<file path="config.mk">
export PLATFORM = sky130hd
export DESIGN_NAME = i2c_regslave
export DESIGN_NICKNAME = d
export VERILOG_FILES = /design/src/rtl/i2cs_pkg.sv /design/src/rtl/i2cs_sync.sv /design/src/rtl/i2cs_busdet.sv /design/src/rtl/i2cs_fsm.sv /design/src/rtl/i2c_regslave.sv
export SDC_FILE = /design/constraint.sdc
export NUM_CORES = 1
export LEC_CHECK = 0
export ABC_AREA = 1
export ABC_CLOCK_PERIOD_IN_PS = 1800
export BUFFER_PORTS_ARGS = -buffer_cell sky130_fd_sc_hd__buf_4
export CAP_MARGIN = 10
export CORE_UTILIZATION = 50
export CTS_BUF_LIST = sky130_fd_sc_hd__clkbuf_4
export DETAILED_ROUTE_END_ITERATION = 7
export PLACE_DENSITY = 0.67
export SLEW_MARGIN = 10
export SYNTH_ARGS = -nofsm -noshare
export SYNTH_HDL_FRONTEND = slang
export SYNTH_SLANG_ARGS = --single-unit
</file>
<file path="constraint.sdc">
create_clock -name clk -period 1.8 [get_ports clk]
set_input_delay 0.09 -clock clk [delete_from_list [all_inputs] [get_ports clk]]
set_output_delay 0.09 -clock clk [all_outputs]
set_load 0.02 [all_outputs]
</file>
<file path="src/rtl/i2cs_pkg.sv">
package i2cs_pkg;

   typedef enum logic [3:0] {
      ST_IDLE,
      ST_ADDR,
      ST_ADDR_ACK,
      ST_PTR,
      ST_PTR_ACK,
      ST_WR,
      ST_WR_ACK,
      ST_RD,
      ST_RD_ACK
   } i2cs_state_e;

endpackage

</file>
<file path="src/rtl/i2cs_sync.sv">
module i2cs_sync #(
   parameter int STAGES = 2,
   parameter int W      = 2
) (
   input  logic         clk,
   input  logic         rst_n,
   input  logic [W-1:0] d,
   output logic [W-1:0] q
);
   logic [W-1:0] chain [STAGES];

   // Reset to all ones: an idle I2C bus is high on both lines.
   generate
      for (genvar g = 0; g < STAGES; g++) begin : g_stage
         if (g == 0) begin : g_first
            always_ff @(posedge clk or negedge rst_n)
               if (!rst_n) chain[g] <= '1;
               else        chain[g] <= d;
         end else begin : g_next
            always_ff @(posedge clk or negedge rst_n)
               if (!rst_n) chain[g] <= '1;
               else        chain[g] <= chain[g-1];
         end
      end
   endgenerate

   assign q = chain[STAGES-1];
endmodule

</file>
<file path="src/rtl/i2cs_busdet.sv">
module i2cs_busdet (
   input  logic clk,
   input  logic rst_n,
   input  logic scl_s,
   input  logic sda_s,
   output logic scl_rise,
   output logic scl_fall,
   output logic start_det,
   output logic stop_det
);
   logic scl_q, sda_q;

   always_ff @(posedge clk or negedge rst_n)
      if (!rst_n) begin
         scl_q <= 1'b1;
         sda_q <= 1'b1;
      end else begin
         scl_q <= scl_s;
         sda_q <= sda_s;
      end

   // SDA may only move while SCL is held high for a START or STOP.
   assign scl_rise  = scl_s & ~scl_q;
   assign scl_fall  = ~scl_s & scl_q;
   assign start_det = scl_s & scl_q & sda_q & ~sda_s;
   assign stop_det  = scl_s & scl_q & ~sda_q & sda_s;
endmodule

</file>
<file path="src/rtl/i2cs_fsm.sv">
module i2cs_fsm
   import i2cs_pkg::*;
#(
   parameter int          ADDR_W  = 7,
   parameter int          DATA_W  = 8,
   parameter int          PTR_W   = 5,
   parameter logic [6:0]  DEV_LO  = 7'b0101001,
   parameter logic [6:0]  DEV_HI  = 7'b1010110
) (
   input  logic              clk,
   input  logic              rst_n,
   input  logic              addr_sel,
   input  logic              scl_rise,
   input  logic              scl_fall,
   input  logic              start_det,
   input  logic              stop_det,
   input  logic              sda_s,
   input  logic [DATA_W-1:0] rdata,
   output logic [PTR_W-1:0]  ptr,
   output logic [DATA_W-1:0] wdata,
   output logic              we,
   output logic              sda_pull,
   output i2cs_state_e       state
);
   localparam int              CNT_W   = $clog2(DATA_W + 1);
   localparam logic [CNT_W-1:0] CNT_FULL = CNT_W'(DATA_W);
   localparam logic [CNT_W-1:0] CNT_LAST = CNT_W'(DATA_W - 1);
   localparam logic [CNT_W-1:0] CNT_ONE  = CNT_W'(1);
   localparam logic [PTR_W-1:0] PTR_ONE  = PTR_W'(1);

   logic [CNT_W-1:0]  bitcnt;
   logic [DATA_W-1:0] shreg;
   logic [DATA_W-1:0] txreg;
   logic              rnw;
   logic              host_ack;
   logic [ADDR_W-1:0] dev_addr;
   logic [PTR_W-1:0]  ptr_load;

   assign dev_addr = addr_sel ? DEV_HI : DEV_LO;

   // Pointer load: take the whole byte when the pointer is byte-wide,
   // otherwise keep only its low bits.
   generate
      if (PTR_W == DATA_W) begin : g_ptr_full
         assign ptr_load = shreg;
      end else begin : g_ptr_trunc
         assign ptr_load = shreg[PTR_W-1:0];
      end
   endgenerate

   always_ff @(posedge clk or negedge rst_n)
      if (!rst_n) begin
         state    <= ST_IDLE;
         bitcnt   <= '0;
         shreg    <= '0;
         txreg    <= '0;
         ptr      <= '0;
         wdata    <= '0;
         we       <= 1'b0;
         sda_pull <= 1'b0;
         rnw      <= 1'b0;
         host_ack <= 1'b0;
      end else begin
         we <= 1'b0;
         if (stop_det) begin
            state    <= ST_IDLE;
            sda_pull <= 1'b0;
         end else if (start_det) begin
            state    <= ST_ADDR;
            bitcnt   <= '0;
            sda_pull <= 1'b0;
         end else begin
            unique case (state)
               ST_ADDR, ST_PTR, ST_WR: begin
                  if (scl_rise) begin
                     shreg  <= {shreg[DATA_W-2:0], sda_s};
                     bitcnt <= bitcnt + CNT_ONE;
                  end else if (scl_fall && bitcnt == CNT_FULL) begin
                     bitcnt <= '0;
                     if (state == ST_ADDR) begin
                        if (shreg[DATA_W-1:DATA_W-ADDR_W] == dev_addr) begin
                           rnw      <= shreg[0];
                           sda_pull <= 1'b1;
                           state    <= ST_ADDR_ACK;
                        end else begin
                           state    <= ST_IDLE;
                        end
                     end else if (state == ST_PTR) begin
                        ptr      <= ptr_load;
                        sda_pull <= 1'b1;
                        state    <= ST_PTR_ACK;
                     end else begin
                        wdata    <= shreg;
                        we       <= 1'b1;
                        sda_pull <= 1'b1;
                        state    <= ST_WR_ACK;
                     end
                  end
               end
               ST_ADDR_ACK: begin
                  if (scl_fall) begin
                     if (rnw) begin
                        txreg    <= rdata;
                        sda_pull <= ~rdata[DATA_W-1];
                        ptr      <= ptr + PTR_ONE;
                        bitcnt   <= '0;
                        state    <= ST_RD;
                     end else begin
                        sda_pull <= 1'b0;
                        state    <= ST_PTR;
                     end
                  end
               end
               ST_PTR_ACK: begin
                  if (scl_fall) begin
                     sda_pull <= 1'b0;
                     state    <= ST_WR;
                  end
               end
               ST_WR_ACK: begin
                  if (scl_fall) begin
                     sda_pull <= 1'b0;
                     ptr      <= ptr + PTR_ONE;
                     state    <= ST_WR;
                  end
               end
               ST_RD: begin
                  if (scl_fall) begin
                     if (bitcnt == CNT_LAST) begin
                        sda_pull <= 1'b0;
                        bitcnt   <= '0;
                        state    <= ST_RD_ACK;
                     end else begin
                        sda_pull <= ~txreg[DATA_W-2];
                        txreg    <= {txreg[DATA_W-2:0], 1'b0};
                        bitcnt   <= bitcnt + CNT_ONE;
                     end
                  end
               end
               ST_RD_ACK: begin
                  if (scl_rise) begin
                     host_ack <= ~sda_s;
                  end else if (scl_fall) begin
                     if (host_ack) begin
                        txreg    <= rdata;
                        sda_pull <= ~rdata[DATA_W-1];
                        ptr      <= ptr + PTR_ONE;
                        state    <= ST_RD;
                     end else begin
                        state    <= ST_IDLE;
                     end
                  end
               end
               default: begin
                  sda_pull <= 1'b0;
               end
            endcase
         end
      end
endmodule

</file>
<file path="src/rtl/i2c_regslave.sv">
module i2c_regslave
   import i2cs_pkg::*;
#(
   parameter int         SYNC_STAGES = 2,
   parameter int         ADDR_W      = 7,
   parameter int         DATA_W      = 8,
   parameter int         PTR_W       = 5,
   parameter logic [6:0] DEV_LO      = 7'b0101001,
   parameter logic [6:0] DEV_HI      = 7'b1010110
) (
   input  logic              clk,
   input  logic              rst_n,
   input  logic              scl_i,
   input  logic              sda_i,
   input  logic              addr_sel,
   output logic              sda_pull,
   output logic [PTR_W-1:0]  reg_addr,
   output logic [DATA_W-1:0] reg_wdata,
   output logic              reg_we,
   input  logic [DATA_W-1:0] reg_rdata
);
   generate
      if (SYNC_STAGES < 2) begin : g_bad_sync
         $error("SYNC_STAGES must be at least 2");
      end
      if (DATA_W != 8 || ADDR_W != 7) begin : g_bad_width
         $error("I2C bytes are 8 bits with a 7-bit address");
      end
      if (PTR_W < 1 || PTR_W > DATA_W) begin : g_bad_ptr
         $error("PTR_W must lie between 1 and DATA_W");
      end
      if (DEV_LO == DEV_HI) begin : g_bad_dev
         $error("the two device addresses must differ");
      end
   endgenerate

   logic [1:0]  bus_s;
   logic        scl_s, sda_s;
   logic        scl_rise, scl_fall, start_det, stop_det;
   i2cs_state_e fsm_state;

   i2cs_sync #(.STAGES(SYNC_STAGES), .W(2)) u_sync (
      .clk   (clk),
      .rst_n (rst_n),
      .d     ({scl_i, sda_i}),
      .q     (bus_s)
   );

   assign scl_s = bus_s[1];
   assign sda_s = bus_s[0];

   i2cs_busdet u_det (
      .clk       (clk),
      .rst_n     (rst_n),
      .scl_s     (scl_s),
      .sda_s     (sda_s),
      .scl_rise  (scl_rise),
      .scl_fall  (scl_fall),
      .start_det (start_det),
      .stop_det  (stop_det)
   );

   i2cs_fsm #(
      .ADDR_W (ADDR_W),
      .DATA_W (DATA_W),
      .PTR_W  (PTR_W),
      .DEV_LO (DEV_LO),
      .DEV_HI (DEV_HI)
   ) u_fsm (
      .clk       (clk),
      .rst_n     (rst_n),
      .addr_sel  (addr_sel),
      .scl_rise  (scl_rise),
      .scl_fall  (scl_fall),
      .start_det (start_det),
      .stop_det  (stop_det),
      .sda_s     (sda_s),
      .rdata     (reg_rdata),
      .ptr       (reg_addr),
      .wdata     (reg_wdata),
      .we        (reg_we),
      .sda_pull  (sda_pull),
      .state     (fsm_state)
   );
endmodule

</file>
======== Yosys cells after proc, flatten, opt, wreduce, memory -nomap -nowiden ========
Index checks and enable logic that the tools add are counted.
storage, ports and cells
  bits in registers ....................... 46
  output and inout bits ................... 15
  word-level logic and storage cells ...... 153
cells by class
  $add $sub $neg .......................... 2
  equality and inequality tests ........... 37
  muxes and demuxes ....................... 66
  bitwise logic cells ..................... 18
  reductions and logical operators ........ 16
operators with widths
  cell                  number
  $mux W4               18
  $mux W7               8
  $mux W5               10
  $ne A4 B3 Y1 const B  7
  $mux W1               21
  $pmux W7 S3           1
  $eq A4 B3 Y1 const B  5
  $pmux W4 S5           1
  $pmux W5 S4           1
  $reduce_and A9 Y1     2
  $ne A2 B1 Y1 const B  8
  $reduce_and A7 Y1     2
  $reduce_and A13 Y1    1
  $pmux W4 S3           1
  $not A1 Y1            11
  $reduce_and A10 Y1    1
  $ne A3 B2 Y1 const B  3
  $eq A4 B2 Y1 const B  2
  $eq A4 B4 Y1 const B  2
  $ne A2 B2 Y1 const B  4
  $ne A4 B4 Y1 const B  2
  $reduce_and A4 Y1     2
  $reduce_bool A4 Y1    2
  $and A1 B1 Y1         7
  15 further kinds      17

======== Depth between registers and ports, before layout ========
Gate-level depths: netlist (run 1).
  depth in word-level cells ............... 9
  gate-level depth with buffers ........... 13
  mapped depth without buffers ............ 13

======== Cells and area by module ========
From an unflattened synthesis (run 1), not the netlist that was laid out.
second synthesis, totals
  cells, all modules ...................... 339
  area total of the unflattened synthesis .. 2635.0 um2
modules (own cells, without submodules)
  module       times used  cells each  area each (um2)  seq. area each (um2)
  i2cs_fsm     1           320         2421.1           1001.0
  i2cs_sync    1           6           120.1            105.1
  i2cs_busdet  1           13          93.8             52.6

======== Worst setup path before layout (run 1) ========
Ideal clock, no wire load.
  path kind ............................... reg2reg
  from .................................... register u_sync.chain (netlist bit u_sync.q[0])
  to ...................................... register u_fsm.ptr[2]
  arrival ................................. 1444 ps
  required time ........................... 1682 ps
  slack ................................... 238 ps
  stages on the path, launching flop included .. 10
  period minus slack after synthesis ...... 1562 ps
  cells stage by stage .................... dfstp_2 inv_1 nand2_1 nor2_4 nor2_4 o21ai_0 nor2_2 nand2_2 nand2_1 nand2_1
on the way
  word-level cells in the longest chain between the ends .. 4
  elaborated cells on any way between the ends .. 6
  those cells by class .................... bitwise: 5; reduce/logical: 1
RTL lines
  what                                   RTL line           source
  from (decl)                            i2cs_sync.sv:10    logic [W-1:0] chain [STAGES];
  from (signal, indexed assignment)      i2cs_sync.sv:22    else chain[g] <= chain[g-1];
  $not A1 Y1                             i2cs_busdet.sv:25  assign start_det = scl_s & scl_q & sda_q & ~sda_s;
  $and A1 B1 Y1                          i2cs_busdet.sv:25
  $not A1 Y1 (no source line)            -
  $reduce_and A13 Y1 (no source line) *  -
  to (signal assigned)                   i2cs_fsm.sv:89     ptr <= ptr_load;
  to (signal assigned)                   i2cs_fsm.sv:105    ptr <= ptr + PTR_ONE;
  to (signal assigned)                   i2cs_fsm.sv:123    ptr <= ptr + PTR_ONE;
  to (decl)                              i2cs_fsm.sv:19     output logic [PTR_W-1:0] ptr,
Every way passes the cells marked *; elsewhere a longest branch is shown, timed or not.
A chain may end at the register's enable or synchronous reset.

======== Worst setup path after layout (run 1) ========
  from .................................... register u_det.scl_q
  to ...................................... register u_fsm.ptr[1]
on the way
  word-level cells in the longest chain between the ends .. 5
  elaborated cells on any way between the ends .. 18
  those cells by class .................... eq/ne: 6; bitwise: 10; reduce/logical: 2
RTL lines
  what                                           RTL line                              source
  from (decl)                                    i2cs_busdet.sv:11                     logic scl_q, sda_q;
  from (signal assigned)                         i2cs_busdet.sv:18                     scl_q <= scl_s;
  $and A1 B1 Y1                                  i2cs_busdet.sv:25, i2cs_busdet.sv:26
  $and A1 B1 Y1 (on tied branches) (2 in a row)  i2cs_busdet.sv:26, i2cs_busdet.sv:25
  $not A1 Y1 (no source line)                    -
  $reduce_and A13 Y1 (no source line) *          -
Marks and branches as above.

==> reports/summary.txt, run 1 <==
Max-cap violations -> 0
Hold Slack -> 0.0115 ns
Status -> finished clean
CTS tree -> done
Critical Path Slowest Stage Cell -> dfstp_2
Final ANT Viol Nets -> 0
Core footprint -> 5070 µm²
Top cells by area, synth -> dfrtp_1, nand2_1, dfstp_2
Tmin final -> 1.71 ns
Period Utilization, post-route -> 94.7%
Design Area, Final -> 3160 µm²
Port Buffers -> 27
DR vias/cell -> 4.94
Met3 GRT Util -> 4.34%
HP Class -> input pin to flop
GR met1 Demand/Resource -> 30.2%
Pre-CTS setup slack -> 0.0665 ns
Clock Path Buffers -> 2
Final hold viol count -> 0
Dpl cell area -> 2940 µm²
Normalized max-slew margin -> 61.7%
Number of global-route vias before repair -> 1977
Fin worst setup slack -> 0.0948 ns
Global-route wire length before repair -> 9.05 mm
Setup crit start kind -> flop
Multi-input logic area -> 1360 µm²
Final HPWL DP -> 4.00 mm
CP max stage delay -> 0.59 ns
Die Span Y -> 74.5 µm
Crit path cell chain -> inv_2 -> nor2_4 -> nand3_4 -> nand2_1 -> inv_1 -> nor3_4 -> nand2_2 -> nand2_1 -> nand2_1
Cell taking the most area after synthesis -> dfrtp_1
Area grow syn2layout -> 20.1%
Fmax -> 586 MHz
Clk Latency, worst-skew pair -> 0.37 ns
IO Count -> 28
Total Die Area -> 5550 µm²
GR met2 Demand/Resource -> 34.2%
Final Wtd Congestion -> 0.905
WP data arrival -> 1.98 ns
Avg WL per Cell -> 12.3 µm
Type of destination of the critical path -> flop
Synth top area share -> 38.1%
Async set or reset register ratio after synthesis -> 100%
Antenna diodes -> 0
Leak -> 0.00164 µW
Slew @ Worst Pin -> 0.575 ns
Peak VDD IR -> 0.000882 V
Nets@finish -> 398
FILL cells -> 485
Dpl cells -> 437
Gr busiest metal -> met2
Sequential share of the synthesized area -> 44.1%
FF+latch area -> 1160 µm²
Initial DRC count -> 186
Critical path type -> flop to flop
Cts bufs inserted -> 5
Avg Inst Size Synth -> 7.77 µm²
Post-Route WL -> 5.59 mm
Clk_skew -> 0.0132 ns
Gr ovfl total -> 0
Largest net degree at the start of global routing -> 47
# setup viols final -> 0
Final std cells w/o fill -> 453
Synth Instances -> 338
Antenna violations before repair -> 0
H-tree levels -> 2
Post-synthesis register bit count -> 46
# DRC -> 0
PD cells -> 1440 nW/µm²
Fin. max-slew vios -> 0
Num rows -> 26
Routed vias -> 2238
Distinct cells, synth -> 30
Final Util -> 62.2%
Post-synth top cells -> nand2_1, dfrtp_1, inv_1, nor2_1, nand3_1
Mapped Area -> 2630 µm²
Layout cells sized above 1 -> 25.6%
Primary FF master, synth -> dfrtp_1
Yosys Warn Count -> 0
Most common cell type on the critical path -> nand2_1
Die span in x -> 74.5 µm
Post-synth EDFFs -> 0
Initial Util -> 51.8%
Clock sinks -> 46
CP Data Required Time -> 2.07 ns
Clock transition at the registers of the reported paths -> 0.14 ns
Total GRT Usage -> 22.0%
Synth Net Count -> 354
Initial DRT Pass Iterations -> 4
CTS Root Cell -> clkbuf_4
RSZ-0062 raised after global routing -> yes
Crit-path max FO -> 5
Most frequent cell after synthesis -> nand2_1
metrics by stage:
stage | power [µW] | TNS, ns
2_1_floorplan | 3170 | 0
3_3_place_gp | 3700 | 0
3_5_place_dp | 3720 | 0
4_1_cts | 4390 | 0
5_1_grt | 4970 | -0.202
6_report | 4550 | 0
path summary, 6_finish.rpt:
| check | startpoint | end | slack, ns | cells past startpoint |
|---|---|---|---|---|
| max in group asynchronous | rst_n | u_fsm.state[0]$_DFFE_PN0P_ | 1.15 | 2 |
| max | u_det.scl_q$_DFF_PN1_ | u_fsm.ptr[1]$_DFFE_PN0P_ | 0.09 | 9 |
| max reg2reg | u_det.scl_q$_DFF_PN1_ | u_fsm.ptr[1]$_DFFE_PN0P_ | 0.09 | 9 |
| min reg2reg | u_sync.chain[2]$_DFF_PN1_ | u_sync.q[0]$_DFF_PN1_ | 0.37 | 0 |
| min in group asynchronous | rst_n | u_fsm.bitcnt[1]$_DFFE_PN0P_ | 0.25 | 2 |
| min | reg_rdata[2] | u_fsm.txreg[2]$_DFFE_PN0P_ | 0.01 | 3 |
cell families after synthesis:
logic type / share of synthesized area [%]
adders and majority gates: 1.43
xor gates and xnor gates: 1.33
AOI/OAI and AO/OA: 11.3
and+or+nand+nor: 33.0
muxes: 2.29
buffers and inverters: 6.52
DFF: 44.1
placed cells by master, fill, tap and decap left out, types with 2 or more instances in the layout:
cell type / instances
clkinvlp_4: 2
dlygate4sd3_1: 4
o21ai_0: 20
nor2_2: 4
o21bai_1: 4
nand2_2: 8
nor2_1: 32
nand2_4: 2
clkbuf_4: 6
nor3_4: 3
dfstp_2: 6
mux2i_1: 6
o21ai_2: 16
inv_1: 34
ha_1: 3
nand3_1: 23
dfrtp_1: 39
buf_4: 35
a21oi_1: 4
inv_2: 2
nor2_4: 7
nand2_1: 109
xor2_1: 3
report_power, final:
| part | switching [µW] | total, µW | internal [µW] |
|---|---|---|---|
| Clock | 336 | 644 | 308 |
| Sequential | 227 | 1540 | 1320 |
| Combinational | 1530 | 2370 | 832 |
| Total | 2100 | 4550 | 2460 |
area by class of cell:
cell class | count | share of cell area, %
Multi-Input combinational cell | 251 | 42.9
Sequential cell | 46 | 36.8
Timing Repair Buffer | 40 | 10.2
Inverter | 38 | 4.68
Tap cell | 70 | 2.78
Clock buffer | 6 | 1.43
Clock inverter | 2 | 1.19
what timing repair did:
item                       in CTS  in global routing
hold endpoints to repair       43                  0
hold buffers                    4                  0
buffers inserted                0                  3
gates resized for setup         0                 14
setup endpoints to repair       0                 29
metal layers:
metal,wire [µm],up-vias
met2,2480,57
met5,0,-
met3,273,12
li1,-,1152
met1,2730,1017
met4,104,0
flip-flops by register name, summed over array words and instances, names as in the netlist:
name / cells
u_det.scl_q: 1
u_det.sda_q: 1
u_fsm.bitcnt: 4
u_fsm.host_ack: 1
u_fsm.ptr: 5
u_fsm.rnw: 1
u_fsm.sda_pull: 1
u_fsm.shreg: 8
u_fsm.state: 4
u_fsm.txreg: 7
u_fsm.wdata: 8
u_fsm.we: 1
u_sync.chain: 2
u_sync.q: 2
worst max-delay path, delay by kind of cell (launching register included):
family,cells,cell delay [ns]
buffers and inverters,2,0.13
and+or+nand+nor,7,0.91
DFF,1,0.59
Note: power is estimated with default switching activity, not from simulation.
==> run 2: changes to the inputs <==
ABC_CLOCK_PERIOD_IN_PS = 1600   (was 1800)
clock period = 1.6 ns   (was 1.8 ns; I/O delays follow)
==> run 2 against run 1 <==
Against the previous run: sequential power up 14%; global-route usage is 1.4 points higher; power up 18%; wire length increased by 9.3%; design area rose by 10%; sequential share of layout area shrank 3.5 points; register-to-register slack lost 0.11 ns; sequential cell count is the same; largest cell class unchanged; hold slack better by 0.0063 ns; the run now ends with DRC, setup timing left.
==> reports/summary.txt, run 2 (synthesized netlist as in run 1, its figures left out) <==
Initial Util -> 51.8%
Fin. max-slew vios -> 0
Final Util -> 68.7%
Worst r2r path cells -> 9
Crit-path max FO -> 5
Final HPWL DP -> 4.17 mm
Avg WL per Cell -> 12.6 µm
Initial DRT Pass Iterations -> 7
Clk_skew -> 0.0156 ns
DR vias/cell -> 4.99
Critical path type -> flop to flop
PD cells -> 1540 nW/µm²
Nets@finish -> 429
Final Power -> 5370 µW
Commonest non-fill, non-tap cell in the layout -> nand2_1
Normalized max-slew margin -> 61.9%
Largest regs -> u_fsm.shreg x8, u_fsm.wdata x8, u_fsm.txreg x7
Final hold viol count -> 0
Clock sinks -> 46
Num rows -> 26
Status -> complete, but fails checks
Tmin final -> 1.61 ns
Worst R2R End -> u_fsm.ptr[2]$_DFFE_PN0P_
Fin worst setup slack -> -0.0117 ns
Violated checks -> DRC, setup timing
Final std cells w/o fill -> 484
Final ANT Viol Nets -> 0
# DRC -> 1
Most frequent cells in the layout -> nand2_1, buf_4, dfrtp_1
Clk Latency, worst-skew pair -> 0.37 ns
Period Utilization, post-route -> 101%
Die Span Y -> 74.5 µm
Type of destination of the critical path -> flop
Post-Route WL -> 6.11 mm
Initial DRC count -> 131
Final Wtd Congestion -> 0.925
Pre-CTS setup slack -> -0.0878 ns
HP Class -> input pin to flop
Gr ovfl total -> 0
WP data arrival -> 1.88 ns
Peak VDD IR -> 0.000949 V
Core footprint -> 5070 µm²
H-tree levels -> 2
Fmax -> 620 MHz
Critical Path Slowest Stage Cell -> dfstp_2
Flop-to-flop setup slack -> -0.01 ns
Dpl cells -> 450
Largest net degree at the start of global routing -> 47
Leak -> 0.00180 µW
Routed vias -> 2415
Total Die Area -> 5550 µm²
CP Data Required Time -> 1.87 ns
Clock transition at the registers of the reported paths -> 0.13 ns
CTS Root Cell -> clkbuf_4
Slew @ Worst Pin -> 0.572 ns
Antenna violations before repair -> 0
Number of global-route vias before repair -> 2110
Clock Path Buffers -> 2
Layout cells sized above 1 -> 37.9%
CP endpoint -> u_fsm.ptr[2]$_DFFE_PN0P_
Area grow syn2layout -> 32.6%
Crit path cell chain -> inv_2 -> nor2_4 -> nand3_4 -> nand2_2 -> inv_2 -> nor3_4 -> nand2_2 -> nand2_1 -> nand2_1
Port Buffers -> 27
Max-cap violations -> 0
FF-to-FF Start -> u_det.scl_q$_DFF_PN1_
CP max stage delay -> 0.58 ns
Global-route wire length before repair -> 9.72 mm
Die span in x -> 74.5 µm
RSZ-0062 raised after global routing -> yes
Total GRT Usage -> 23.4%
Antenna diodes -> 0
CTS tree -> done
Critical path origin -> u_det.scl_q$_DFF_PN1_
Hold Slack -> 0.0178 ns
Setup crit start kind -> flop
# setup viols final -> 5
Cts bufs inserted -> 5
IO Count -> 28
[run 2: cell count changes in the layout (fill, tap and decap cells not counted), moves of 4 or more]
cell,before,now
inv_2,2,9
o21ai_0,20,16
inv_1,34,28
nand2_1,109,92
buf_4,35,62
o21ai_1,0,4
nand2_2,8,20
nand2_4,2,7
[run 2: per-stage QoR]
step / instance area (µm²) / setup TNS, ns
final: 3480 / -0.0340
after global placement: 3050 / -0.682
after global routing: 3480 / -2.09
after CTS: 3270 / 0
after detailed placement: 3050 / -0.729
after floorplan: 2630 / 0
[run 2: where the power goes]
part	switching [µW]	internal, µW	total, µW
registers	265	1480	1750
clock network	388	190	578
logic	1850	1200	3050
total	2500	2870	5370
[run 2: worst min-delay path by stage]
stage | start | endpoint | depth (start not counted)
global route | reg_rdata[4] | u_fsm.txreg[4]$_DFFE_PN0P_ | 3
finish | reg_rdata[1] | u_fsm.txreg[1]$_DFFE_PN0P_ | 3
CTS | reg_rdata[1] | u_fsm.txreg[1]$_DFFE_PN0P_ | 3
detailed placement | rst_n | u_fsm.bitcnt[1]$_DFFE_PN0P_ | 1
floorplan | rst_n | u_fsm.bitcnt[0]$_DFFE_PN0P_ | 0
global placement | rst_n | u_fsm.bitcnt[1]$_DFFE_PN0P_ | 1
[run 2: final cells by class]
class	count	area, µm²
inverter	38	144
timing repair buffer	71	583
fill	452	1590
multi-input combinational	251	1450
sequential	46	1160
clock buffer	6	45.0
clock inverter	2	13.8
tap	70	87.6
[run 2: layer usage]
metal / GRT usage, % / wire length (µm) / vias up / share of wire (%)
met2: 36.1 / 2910 / 55 / 48
met4: 9.22 / 172 / 0 / 2.8
li1: - / - / 1222 / -
met1: 32.4 / 2750 / 1123 / 45
met3: 4.47 / 276 / 15 / 4.5
met5: 0 / 0 / - / 0
[run 2: worst max-delay path: cells and delay by family (launching register included)]
kind / cells / cell delay [ns]
simple gates: 7 / 0.83
flops: 1 / 0.58
buf+inv: 2 / 0.10
[run 2: what timing repair did]
| item | CTS | global route |
|---|---|---|
| hold buffers | 4 | 1 |
| setup endpoints to repair | 29 | 30 |
| pin swaps | 7 | 15 |
| resized for setup | 12 | 43 |
| endpoints found under the hold margin | 43 | 1 |
| cloned | 1 | 1 |
| setup buffers | 12 | 7 |
==> run 3: changes to the inputs <==
CORE_UTILIZATION = 35   (was 50)
PLACE_DENSITY = 0.49   (was 0.67)
==> run 3 against run 2 <==
Against the previous run: first-iteration DRC count decreased by 29%; largest cell class unchanged; sequential share of layout area decreased by 1.2 points; hold slack improved by 0.20 ns; power increased by 4.0%; non-clock buffer count increased by 10; critical path depth unchanged; critical endpoint unchanged; count of clock-buffer cells in the layout unchanged; combinational power increased by 7%; largest power group unchanged; sequential power about the same; the flow finishes with violations (setup timing).
==> reports/summary.txt, run 3 (synthesized netlist as in run 1, its figures left out) <==
Peak VDD IR -> 0.000627 V
Multi-input logic area -> 1440 µm²
Largest net degree at the start of global routing -> 47
Core footprint -> 7250 µm²
Status -> complete, but fails checks
Gr ovfl total -> 0
Final HPWL DP -> 4.56 mm
Port Buffers -> 27
Fin worst setup slack -> -0.0193 ns
Clk Latency, worst-skew pair -> 0.37 ns
Type of destination of the critical path -> flop
Normalized max-slew margin -> 60.3%
Num rows -> 31
Setup crit start kind -> flop
Die Span Y -> 88.6 µm
Total Die Area -> 7860 µm²
Most frequent cells in the layout -> nand2_1, buf_4, dfrtp_1
Layout cells sized above 1 -> 37.8%
# DRC -> 0
Avg WL per Cell -> 12.2 µm
Final hold viol count -> 0
IO Count -> 28
Clock transition at the registers of the reported paths -> 0.15 ns
Critical path type -> flop to flop
Total GRT Usage -> 18.0%
Final ANT Viol Nets -> 0
Leak -> 0.00187 µW
Antenna diodes -> 0
GR met2 Demand/Resource -> 29.3%
CP Data Required Time -> 1.89 ns
Final Wtd Congestion -> 0.832
Tmin final -> 1.62 ns
Worst r2r path cells -> 9
Hold Startpoint -> addr_sel
Final Util -> 49.9%
Clock sinks -> 46
FILL cells -> 737
Worst R2R End -> u_fsm.ptr[2]$_DFFE_PN0P_
WHS Path Cells -> 9
Initial DRC count -> 93
FF-to-FF Start -> u_det.scl_q$_DFF_PN1_
Design Area, Final -> 3620 µm²
PD cells -> 1550 nW/µm²
Violated checks -> setup timing
Global-route wire length before repair -> 10.6 mm
Hold Slack -> 0.213 ns
Setup TNS Final -> -0.0729 ns
Pre-CTS setup slack -> -0.0751 ns
Dpl cell area -> 3170 µm²
Initial DRT Pass Iterations -> 4
Clock Path Buffers -> 2
WP data arrival -> 1.91 ns
RSZ-0062 raised after global routing -> yes
Period Utilization, post-route -> 101%
Fmax -> 618 MHz
Initial Util -> 36.2%
Max-cap violations -> 0
Commonest non-fill, non-tap cell in the layout -> nand2_1
Worst Hold End -> u_fsm.rnw$_DFFE_PN0P_
Fin. max-slew vios -> 0
Met3 GRT Util -> 3.08%
GR met1 Demand/Resource -> 24.4%
Number of global-route vias before repair -> 2243
Antenna violations before repair -> 0
Clk_skew -> 0.0117 ns
Crit-path max FO -> 5
Flop-to-flop setup slack -> -0.02 ns
# setup viols final -> 5
FF+latch area -> 1160 µm²
Die span in x -> 88.6 µm
Gr busiest metal -> met2
HP Class -> input pin to flop
CTS tree -> done
Largest regs -> u_fsm.shreg x8, u_fsm.wdata x8, u_fsm.txreg x7
Nets@finish -> 438
Slew @ Worst Pin -> 0.595 ns
Routed vias -> 2346
CTS Root Cell -> clkbuf_4
H-tree levels -> 2
DR vias/cell -> 4.49
Cts bufs inserted -> 5
Area grow syn2layout -> 37.6%
Post-Route WL -> 6.38 mm
==> run 3: power by group <==
group,internal [µW],switching [µW],total (µW)
clock network,191,406,596
logic,1360,1900,3250
registers,1480,260,1740
total,3030,2560,5590
==> run 3: metal layers <==
metal	vias up	routed length, µm
met3	6	124
met2	24	2960
li1	1241	-
met5	-	0
met4	0	81
met1	1075	3210
==> run 3: layout make-up <==
class | count | share of cell area (%)
multi-input combinational | 250 | 39.8
sequential | 46 | 32.1
timing repair buffer | 81 | 19.1
inverter | 38 | 4.01
tap | 99 | 3.43
clock buffer | 6 | 1.25
clock inverter | 2 | 0.381
==> run 3: what timing repair did <==
action	CTS	global route
cloned	0	1
hold buffers	10	0
resized for setup	15	41
endpoints found under the setup margin	21	30
setup buffers	3	11
pin swaps	7	21
hold endpoints to repair	49	0
==> run 3: critical path, stage by stage (launching register included) <==
cell	delay, ns
dfstp_2	0.60
inv_2	0.06
nor2_4	0.16
nand3_4	0.11
nand2_2	0.09
inv_2	0.05
nor3_4	0.20
nand2_2	0.13
nand2_1	0.09
nand2_1	0.04
==> run 3: how the worst max path moves through the flow <==
stage                                      from                           to  slack, ns
after floorplan           u_sync.q[0]$_DFF_PN1_     u_fsm.ptr[2]$_DFFE_PN0P_       0.04
after detailed placement  u_sync.q[1]$_DFF_PN1_  u_fsm.bitcnt[2]$_DFFE_PN0P_      -0.08
after global routing      u_det.scl_q$_DFF_PN1_     u_fsm.ptr[1]$_DFFE_PN0P_      -0.13
after global placement    u_sync.q[0]$_DFF_PN1_     u_fsm.ptr[4]$_DFFE_PN0P_      -0.07
final                     u_det.scl_q$_DFF_PN1_     u_fsm.ptr[2]$_DFFE_PN0P_      -0.02
after CTS                 u_det.scl_q$_DFF_PN1_     u_fsm.ptr[4]$_DFFE_PN0P_      -0.02
==> run 3: through the flow <==
step	power (µW)	cells
3_3_place_gp	4510	489
5_1_grt	6100	522
4_1_cts	5280	510
2_1_floorplan	3560	338
6_report	5590	522
3_5_place_dp	4490	489
